--- src/rtl/dma_eng_pkg.sv ---
package dma_eng_pkg;
  typedef enum logic [1:0] {
    SZ_BYTE = 2'd0,
    SZ_HALF = 2'd1,
    SZ_WORD = 2'd2,
    SZ_RSVD = 2'd3
  } beat_size_e;

  typedef enum logic [1:0] {
    ST_IDLE,
    ST_GRANT,
    ST_READ,
    ST_WRITE
  } eng_state_e;
endpackage

--- src/rtl/dma_cfg_check.sv ---
module dma_cfg_check #(
  parameter int NBYTES_W = 16,
  parameter int CITER_W  = 12
) (
  input  logic [1:0]          size_i,
  input  logic [NBYTES_W-1:0] nbytes_i,
  input  logic [CITER_W-1:0]  citer_i,
  output logic                ok_o
);
  import dma_eng_pkg::*;

  logic aligned;

  always_comb begin
    unique case (beat_size_e'(size_i))
      SZ_BYTE: aligned = 1'b1;
      SZ_HALF: aligned = (nbytes_i[0] == 1'b0);
      SZ_WORD: aligned = (nbytes_i[1:0] == 2'b00);
      default: aligned = 1'b0;
    endcase
  end

  assign ok_o = aligned && (nbytes_i != '0) && (citer_i != '0);
endmodule

--- src/rtl/dma_stage_buf.sv ---
module dma_stage_buf #(
  parameter int DW    = 32,
  parameter int DEPTH = 16,
  localparam int IDX_W = (DEPTH > 1) ? $clog2(DEPTH) : 1,
  localparam int LVL_W = $clog2(DEPTH + 1)
) (
  input  logic             clk_i,
  input  logic             rst_ni,
  input  logic             clear_i,
  input  logic             push_i,
  input  logic [DW-1:0]    push_data_i,
  input  logic             pop_i,
  output logic [DW-1:0]    head_o,
  output logic [LVL_W-1:0] level_o
);
  logic [DW-1:0]    mem_q [DEPTH];
  logic [IDX_W-1:0] wr_ptr_q, rd_ptr_q;
  logic [LVL_W-1:0] level_q;

  always_ff @(posedge clk_i) begin
    if (push_i) mem_q[wr_ptr_q] <= push_data_i;
  end

  always_ff @(posedge clk_i or negedge rst_ni) begin
    if (!rst_ni) begin
      wr_ptr_q <= '0;
      rd_ptr_q <= '0;
      level_q  <= '0;
    end else if (clear_i || (pop_i && level_q == LVL_W'(1))) begin
      // chunk fully drained: rewind so the next chunk starts at slot 0
      wr_ptr_q <= '0;
      rd_ptr_q <= '0;
      level_q  <= '0;
    end else begin
      if (push_i) wr_ptr_q <= wr_ptr_q + IDX_W'(1);
      if (pop_i)  rd_ptr_q <= rd_ptr_q + IDX_W'(1);
      level_q <= level_q + LVL_W'(push_i) - LVL_W'(pop_i);
    end
  end

  assign head_o  = mem_q[rd_ptr_q];
  assign level_o = level_q;

  AST_NO_OVERFLOW: assert property (@(posedge clk_i) disable iff (!rst_ni)
    push_i |-> level_q < LVL_W'(DEPTH));
  AST_NO_UNDERFLOW: assert property (@(posedge clk_i) disable iff (!rst_ni)
    pop_i |-> level_q != '0);
  AST_NO_PUSH_POP: assert property (@(posedge clk_i) disable iff (!rst_ni)
    !(push_i && pop_i));
endmodule

--- src/rtl/dma_nested_engine.sv ---
module dma_nested_engine #(
  parameter int AW          = 32,
  parameter int DW          = 32,
  parameter int OFF_W       = 16,
  parameter int NBYTES_W    = 16,
  parameter int CITER_W     = 12,
  parameter int BURST_BYTES = 16,
  localparam int LVL_W = $clog2(BURST_BYTES + 1)
) (
  input  logic                clk_i,
  input  logic                rst_ni,
  input  logic                start_i,
  input  logic [AW-1:0]       cfg_saddr_i,
  input  logic [AW-1:0]       cfg_daddr_i,
  input  logic [OFF_W-1:0]    cfg_soff_i,
  input  logic [OFF_W-1:0]    cfg_doff_i,
  input  logic [1:0]          cfg_size_i,
  input  logic [NBYTES_W-1:0] cfg_nbytes_i,
  input  logic [CITER_W-1:0]  cfg_citer_i,
  input  logic [AW-1:0]       cfg_slast_i,
  input  logic [AW-1:0]       cfg_dlast_i,
  input  logic                grant_i,
  output logic                rd_valid_o,
  output logic [AW-1:0]       rd_addr_o,
  output logic [1:0]          rd_size_o,
  input  logic                rd_ready_i,
  input  logic [DW-1:0]       rd_data_i,
  input  logic                rd_err_i,
  output logic                wr_valid_o,
  output logic [AW-1:0]       wr_addr_o,
  output logic [1:0]          wr_size_o,
  output logic [DW-1:0]       wr_data_o,
  input  logic                wr_ready_i,
  input  logic                wr_err_i,
  output logic                busy_o,
  output logic                minor_done_o,
  output logic                done_o,
  output logic                err_o,
  output logic                cfg_err_o,
  output logic [AW-1:0]       cur_saddr_o,
  output logic [AW-1:0]       cur_daddr_o,
  output logic [CITER_W-1:0]  cur_citer_o
);
  import dma_eng_pkg::*;

  eng_state_e          state_q;
  logic [AW-1:0]       saddr_q, daddr_q, slast_q, dlast_q;
  logic [OFF_W-1:0]    soff_q, doff_q;
  logic [1:0]          size_q;
  logic [NBYTES_W-1:0] nbytes_q, left_q;
  logic [CITER_W-1:0]  citer_q;
  logic                err_q, cfg_err_q, minor_done_q, done_q;

  logic                cfg_ok, accept;
  logic [NBYTES_W-1:0] beat_bytes;
  logic [LVL_W-1:0]    cap_beats, buf_level;
  logic [DW-1:0]       buf_head;
  logic [AW-1:0]       saddr_step, daddr_step;
  logic                push, pop, chunk_full, last_rd;

  dma_cfg_check #(.NBYTES_W(NBYTES_W), .CITER_W(CITER_W)) u_cfg_check (
    .size_i  (cfg_size_i),
    .nbytes_i(cfg_nbytes_i),
    .citer_i (cfg_citer_i),
    .ok_o    (cfg_ok)
  );

  assign accept = (state_q == ST_IDLE) && start_i && cfg_ok;
  assign push   = (state_q == ST_READ) && rd_ready_i && !rd_err_i;
  assign pop    = (state_q == ST_WRITE) && wr_ready_i && !wr_err_i;

  dma_stage_buf #(.DW(DW), .DEPTH(BURST_BYTES)) u_stage_buf (
    .clk_i      (clk_i),
    .rst_ni     (rst_ni),
    .clear_i    (accept),
    .push_i     (push),
    .push_data_i(rd_data_i),
    .pop_i      (pop),
    .head_o     (buf_head),
    .level_o    (buf_level)
  );

  assign beat_bytes = NBYTES_W'(1) << size_q;
  assign cap_beats  = LVL_W'(BURST_BYTES >> size_q);
  assign chunk_full = (buf_level + LVL_W'(1)) == cap_beats;
  assign last_rd    = (left_q == beat_bytes);
  assign saddr_step = saddr_q + {{(AW-OFF_W){soff_q[OFF_W-1]}}, soff_q};
  assign daddr_step = daddr_q + {{(AW-OFF_W){doff_q[OFF_W-1]}}, doff_q};

  always_ff @(posedge clk_i or negedge rst_ni) begin
    if (!rst_ni) begin
      state_q      <= ST_IDLE;
      saddr_q      <= '0;
      daddr_q      <= '0;
      slast_q      <= '0;
      dlast_q      <= '0;
      soff_q       <= '0;
      doff_q       <= '0;
      size_q       <= '0;
      nbytes_q     <= '0;
      left_q       <= '0;
      citer_q      <= '0;
      err_q        <= 1'b0;
      cfg_err_q    <= 1'b0;
      minor_done_q <= 1'b0;
      done_q       <= 1'b0;
    end else begin
      minor_done_q <= 1'b0;
      done_q       <= 1'b0;
      unique case (state_q)
        ST_IDLE: begin
          if (start_i) begin
            if (cfg_ok) begin
              saddr_q   <= cfg_saddr_i;
              daddr_q   <= cfg_daddr_i;
              slast_q   <= cfg_slast_i;
              dlast_q   <= cfg_dlast_i;
              soff_q    <= cfg_soff_i;
              doff_q    <= cfg_doff_i;
              size_q    <= cfg_size_i;
              nbytes_q  <= cfg_nbytes_i;
              citer_q   <= cfg_citer_i;
              err_q     <= 1'b0;
              cfg_err_q <= 1'b0;
              state_q   <= ST_GRANT;
            end else begin
              cfg_err_q <= 1'b1;
            end
          end
        end
        ST_GRANT: begin
          if (grant_i) begin
            left_q  <= nbytes_q;
            state_q <= ST_READ;
          end
        end
        ST_READ: begin
          if (rd_ready_i) begin
            if (rd_err_i) begin
              err_q   <= 1'b1;
              state_q <= ST_IDLE;
            end else begin
              saddr_q <= saddr_step;
              left_q  <= left_q - beat_bytes;
              if (last_rd || chunk_full) state_q <= ST_WRITE;
            end
          end
        end
        ST_WRITE: begin
          if (wr_ready_i) begin
            if (wr_err_i) begin
              err_q   <= 1'b1;
              state_q <= ST_IDLE;
            end else if (buf_level == LVL_W'(1)) begin
              if (left_q == '0) begin
                minor_done_q <= 1'b1;
                citer_q      <= citer_q - CITER_W'(1);
                if (citer_q == CITER_W'(1)) begin
                  done_q  <= 1'b1;
                  saddr_q <= saddr_q + slast_q;
                  daddr_q <= daddr_step + dlast_q;
                  state_q <= ST_IDLE;
                end else begin
                  daddr_q <= daddr_step;
                  state_q <= ST_GRANT;
                end
              end else begin
                daddr_q <= daddr_step;
                state_q <= ST_READ;
              end
            end else begin
              daddr_q <= daddr_step;
            end
          end
        end
        default: state_q <= ST_IDLE;
      endcase
    end
  end

  assign rd_valid_o   = (state_q == ST_READ);
  assign rd_addr_o    = saddr_q;
  assign rd_size_o    = size_q;
  assign wr_valid_o   = (state_q == ST_WRITE);
  assign wr_addr_o    = daddr_q;
  assign wr_size_o    = size_q;
  assign wr_data_o    = buf_head;
  assign busy_o       = (state_q != ST_IDLE);
  assign minor_done_o = minor_done_q;
  assign done_o       = done_q;
  assign err_o        = err_q;
  assign cfg_err_o    = cfg_err_q;
  assign cur_saddr_o  = saddr_q;
  assign cur_daddr_o  = daddr_q;
  assign cur_citer_o  = citer_q;

  AST_RD_HOLD: assert property (@(posedge clk_i) disable iff (!rst_ni)
    rd_valid_o && !rd_ready_i |=> rd_valid_o && $stable(rd_addr_o));
  AST_WR_HOLD: assert property (@(posedge clk_i) disable iff (!rst_ni)
    wr_valid_o && !wr_ready_i |=> wr_valid_o && $stable(wr_addr_o) && $stable(wr_data_o));
  AST_DONE_ZERO: assert property (@(posedge clk_i) disable iff (!rst_ni)
    done_o |-> cur_citer_o == '0 && minor_done_o && !busy_o);
  AST_DONE_PULSE: assert property (@(posedge clk_i) disable iff (!rst_ni)
    done_o |=> !done_o);
  AST_MINOR_PULSE: assert property (@(posedge clk_i) disable iff (!rst_ni)
    minor_done_o |=> !minor_done_o);
  AST_NO_GRANT_NO_READ: assert property (@(posedge clk_i) disable iff (!rst_ni)
    state_q == ST_GRANT && !grant_i |=> !rd_valid_o);
  AST_CFG_ERR_IDLE: assert property (@(posedge clk_i) disable iff (!rst_ni)
    $rose(cfg_err_o) |-> !busy_o);
  AST_ERR_STOPS: assert property (@(posedge clk_i) disable iff (!rst_ni)
    $rose(err_o) |-> !rd_valid_o && !wr_valid_o && !done_o);
endmodule

--- config.mk ---
export PLATFORM = sky130hd
export DESIGN_NAME = dma_nested_engine
export DESIGN_NICKNAME = d
export VERILOG_FILES = /design/src/rtl/dma_eng_pkg.sv /design/src/rtl/dma_cfg_check.sv /design/src/rtl/dma_stage_buf.sv /design/src/rtl/dma_nested_engine.sv
export SDC_FILE = /design/constraint.sdc
export NUM_CORES = 1
export LEC_CHECK = 0
export BUFFER_PORTS_ARGS = -buffer_cell sky130_fd_sc_hd__buf_4
export CAP_MARGIN = 10
export CORE_MARGIN = 8
export CORE_UTILIZATION = 55
export CTS_BUF_LIST = sky130_fd_sc_hd__clkbuf_4 sky130_fd_sc_hd__clkbuf_8
export CTS_CLUSTER_DIAMETER = 50
export DETAILED_ROUTE_END_ITERATION = 10
export GPL_TIMING_DRIVEN = 0
export PLACE_DENSITY = 0.86
export SLEW_MARGIN = 20
export SYNTH_ARGS = -nofsm -noshare
export SYNTH_HDL_FRONTEND = slang
export SYNTH_SLANG_ARGS = --single-unit
--- constraint.sdc ---
create_clock -name clk_i -period 4.7 [get_ports clk_i]
set_input_delay 0.47 -clock clk_i [delete_from_list [all_inputs] [get_ports clk_i]]
set_output_delay 0.47 -clock clk_i [all_outputs]
set_load 0.02 [all_outputs]
==> impl_results.md <==
* All-Layer GR Usage at 31.8%
* Final Power at around 36 mW
* Status: completed
* CTS root buf: clkbuf_8
* HPWL Detailed at between 70 and 80 mm
* Most instantiated library cell after synthesis: edfxtp_1
* Core footprint at 0.0643 mm^2
* DR vias/cell at around 6.4
* FFs w/ async S/R, synth at a little under a third
* Clock Pin Slew Worst Setup and Hold Paths at 70 ps
* DRC viols at 0
* Post-layout min period at around 4600 ps
* Dominant synthesized flop cell: edfxtp_1
* Crit path DAT at 5310 ps
* Worst EP required at between 5000 and 6000 ps
* Peak supply drop at roughly 600 uV
* Slowest cell delay on critical path at roughly 500 ps
* RSZ-0062 raised after global routing: true
* Starting Density at 55.5%
* Total number of vias at 29000
* Final setup viols at 0
* Router iterations before antenna repair at 6
* Area Growth Syn to Fin at 29.1%
* WS Path Type: reg -> reg
* Post-Place Cell Area at ~0.040 mm^2
* R2R setup slack at just under 100 ps
* H-Tree Level Count at 3
* Period utilisation layout at 97.9%
* Clk buf depth at 3
* Slew Limit Fails at 0
* Largest net degree at the start of global routing at 96
* Vias in the first global route at 29800
* Pwr/cell area at approximately 780 mW/mm^2
* Final wirelength at 122 mm
* Initial antenna violation count at 20
* Maximum clock rate at around 0.22 GHz
* GRT overflow at 0
* Netlist cell types at between 80 and 90
* Commonest cells post-synth: 512 x edfxtp_1, 239 x nand2_1, 225 x dfrtp_1, 215 x o21ai_0, 187 x a21oi_1
* Antenna-violating nets left at 0
* Layout Nets at about 3900
* Synth top area cells: edfxtp_1 43%, dfrtp_1 16%, mux2_2 4.5%
* Post-synth top area share at a little over two fifths
* Largest fanout on the critical path at 11
* Placer Congestion at approximately 0.96
* Post-Syn Instances at about 2800
* CTS tree: built
* Crit-path cells: nand2_4 -> clkbuf_2 -> clkbuf_1 -> nand2_1 -> nand2_1 -> ha_1 -> clkbuf_1 -> a21oi_1 -> o21ai_0 -> a221oi_2 -> o21ai_2 -> a311oi_4 -> o21ai_1 -> a2111oi_1 -> a21oi_1 -> a21oi_1 -> a21o_1
* Most frequent cell on the critical path: a21oi_1
* CP startpoint kind: flip-flop
* Critical-path top delay cell: clkbuf_1
* IO Port Bufs at roughly 400
* Worst R2R Start: state_q[0]
* Clock skew at 73.8 ps
* Total of max-cap violations at 0
* Syn Nets at a little over 3000
* Hold WS at around 30 ps
* Slew @ Worst Pin at around 1200 ps
* #FFs+latches synth at approximately 740
* First-pass GRT wire length at roughly 180 mm
* Yosys top cell by area: edfxtp_1
* Chip height at around 270 um
* Worst setup path start: state_q[0]
* Number of synthesized flops with an enable pin at just over 500
* DIE WIDTH at 271 um
* CP Capture Type: flip-flop
* Register area share after synthesis at around 60%
* Worst-Skew Late Latency at 760 ps
* Design area at 0.0461 mm^2
* Avg Synthesized Cell Area at 12.9 um^2
* Die area at between 0.07 and 0.08 mm^2
* IO Pins at 413
* Worst R2R Path Depth at 17
* Core Rows at between 90 and 100
* Critical R2R Capture: cur_saddr_o[30]
* Routed len/inst at 26.7 um
* Number of DRC markers in iteration 0 at 3667
* CTS Buf Count at 118
* Critical Path End: cur_saddr_o[30]
* Post-synthesis cell area at between 0.03 and 0.04 mm^2
* Ratio of cells with drive above 1 in the final layout at between 30% and 40%
* Clock sinks at 737
* Slew headroom at 21.1%
* Leakage at roughly 18 nW
* Yosys warning total at 0
* Worst min path class: in -> reg
* Final hold vios at 0
kinds of logic after synthesis:
logic type	after synthesis	share of synthesized area [%]
adders and majority gates	124	4.45
AOI/OAI and AO/OA	688	12.0
DFF	737	58.8
and+or+nand+nor	531	6.87
buffers and inverters	254	3.50
xor gates and xnor gates	91	2.23
muxes	335	12.1
metal layers:
metal  up-vias  GRT usage (%)  wire [um]
li1      12100              -          -
met1     14000           39.8      43500
met2      2248           49.8      56300
met3       580           8.20      13900
met4         8           18.9       8010
met5         -              0         49
cells in the final DEF, fill, tap and decap left out, types with 95 or more instances in the layout:
master	netlist	routed
ha_1	119	95
edfxtp_1	512	512
mux2_2	144	144
buf_4	66	544
clkbuf_8	3	131
o21ai_0	215	208
dfrtp_1	225	218
mux2i_1	127	127
a21oi_1	187	176
nand2_1	239	236
dlygate4sd3_1	0	195
nor2_1	101	97
final cells by class:
cell class | count | area [um^2]
Clock inverter | 51 | 548
Antenna cell | 19 | 47.5
Inverter | 50 | 188
Clock buffer | 172 | 2090
Tap cell | 855 | 1070
Sequential cell | 737 | 21000
Fill cell | 3798 | 18200
Multi-Input combinational cell | 1769 | 14100
Timing Repair Buffer | 706 | 5920
Buffer | 196 | 1080
worst max-delay path: cells and delay by family, from the launching register on:
family	cells	cell delay [ps]
AOI/OAI and AO/OA	10	2300
adders and majority gates	1	240
and+or+nand+nor	3	400
DFF	1	490
buffers and inverters	3	1100
where the power goes:
part | switching, mW | internal, mW | leakage (nW) | total, mW
Clock | 2.81 | 3.31 | 1.38 | 6.12
Sequential | 1.19 | 7.95 | 7.31 | 9.14
Combinational | 11.8 | 9.11 | 9.47 | 20.9
metrics by stage:
| step | std cells | setup TNS (ps) | util [%] | setup slack, ps |
|---|---|---|---|---|
| floorplan | 2760 | 0 | - | 26.6 |
| global placement | 4027 | -766640 | 62.0 | -4090 |
| detailed placement | 4081 | -14640 | 62.9 | -990 |
| CTS | 4504 | -95.9 | 70.4 | -95.9 |
| global route | 4551 | -415 | 71.6 | -125 |
| finish | 4555 | 0 | 71.7 | 96.4 |
flip-flops by register name, summed over array words and instances, names as in the netlist:
register / flops
done_o: 1
doff_q: 16
u_stage_buf.level_o: 5
rd_size_o: 2
soff_q: 16
minor_done_o: 1
cur_saddr_o: 32
nbytes_q: 16
state_q: 2
cur_citer_o: 12
cur_daddr_o: 32
u_stage_buf.wr_ptr_q: 4
dlast_q: 32
u_stage_buf.rd_ptr_q: 4
left_q: 16
cfg_err_o: 1
err_o: 1
u_stage_buf.mem_q: 512
slast_q: 32
worst min path at each step:
stage	startpoint	end	slack (ps)	cells past startpoint
floorplan	rst_ni	cfg_err_o	170	0
finish	cfg_daddr_i[29]	cur_daddr_o[29]	30	3
detailed placement	rst_ni	doff_q[7]	460	1
global route	cfg_citer_i[1]	cur_citer_o[1]	9	3
CTS	cfg_citer_i[7]	cur_citer_o[7]	2	3
global placement	cfg_err_o	cfg_err_o	480	2
timing repair:
| action | 4_1_cts | 5_1_grt |
|---|---|---|
| setup endpoints to repair | 46 | 34 |
| hold buffers | 195 | 0 |
| hold endpoints to repair | 683 | 0 |
| pin swaps | 14 | 55 |
| buffers inserted | 11 | 34 |
| gates resized for setup | 44 | 119 |
No activity file was read; power rests on OpenSTA's default activity.
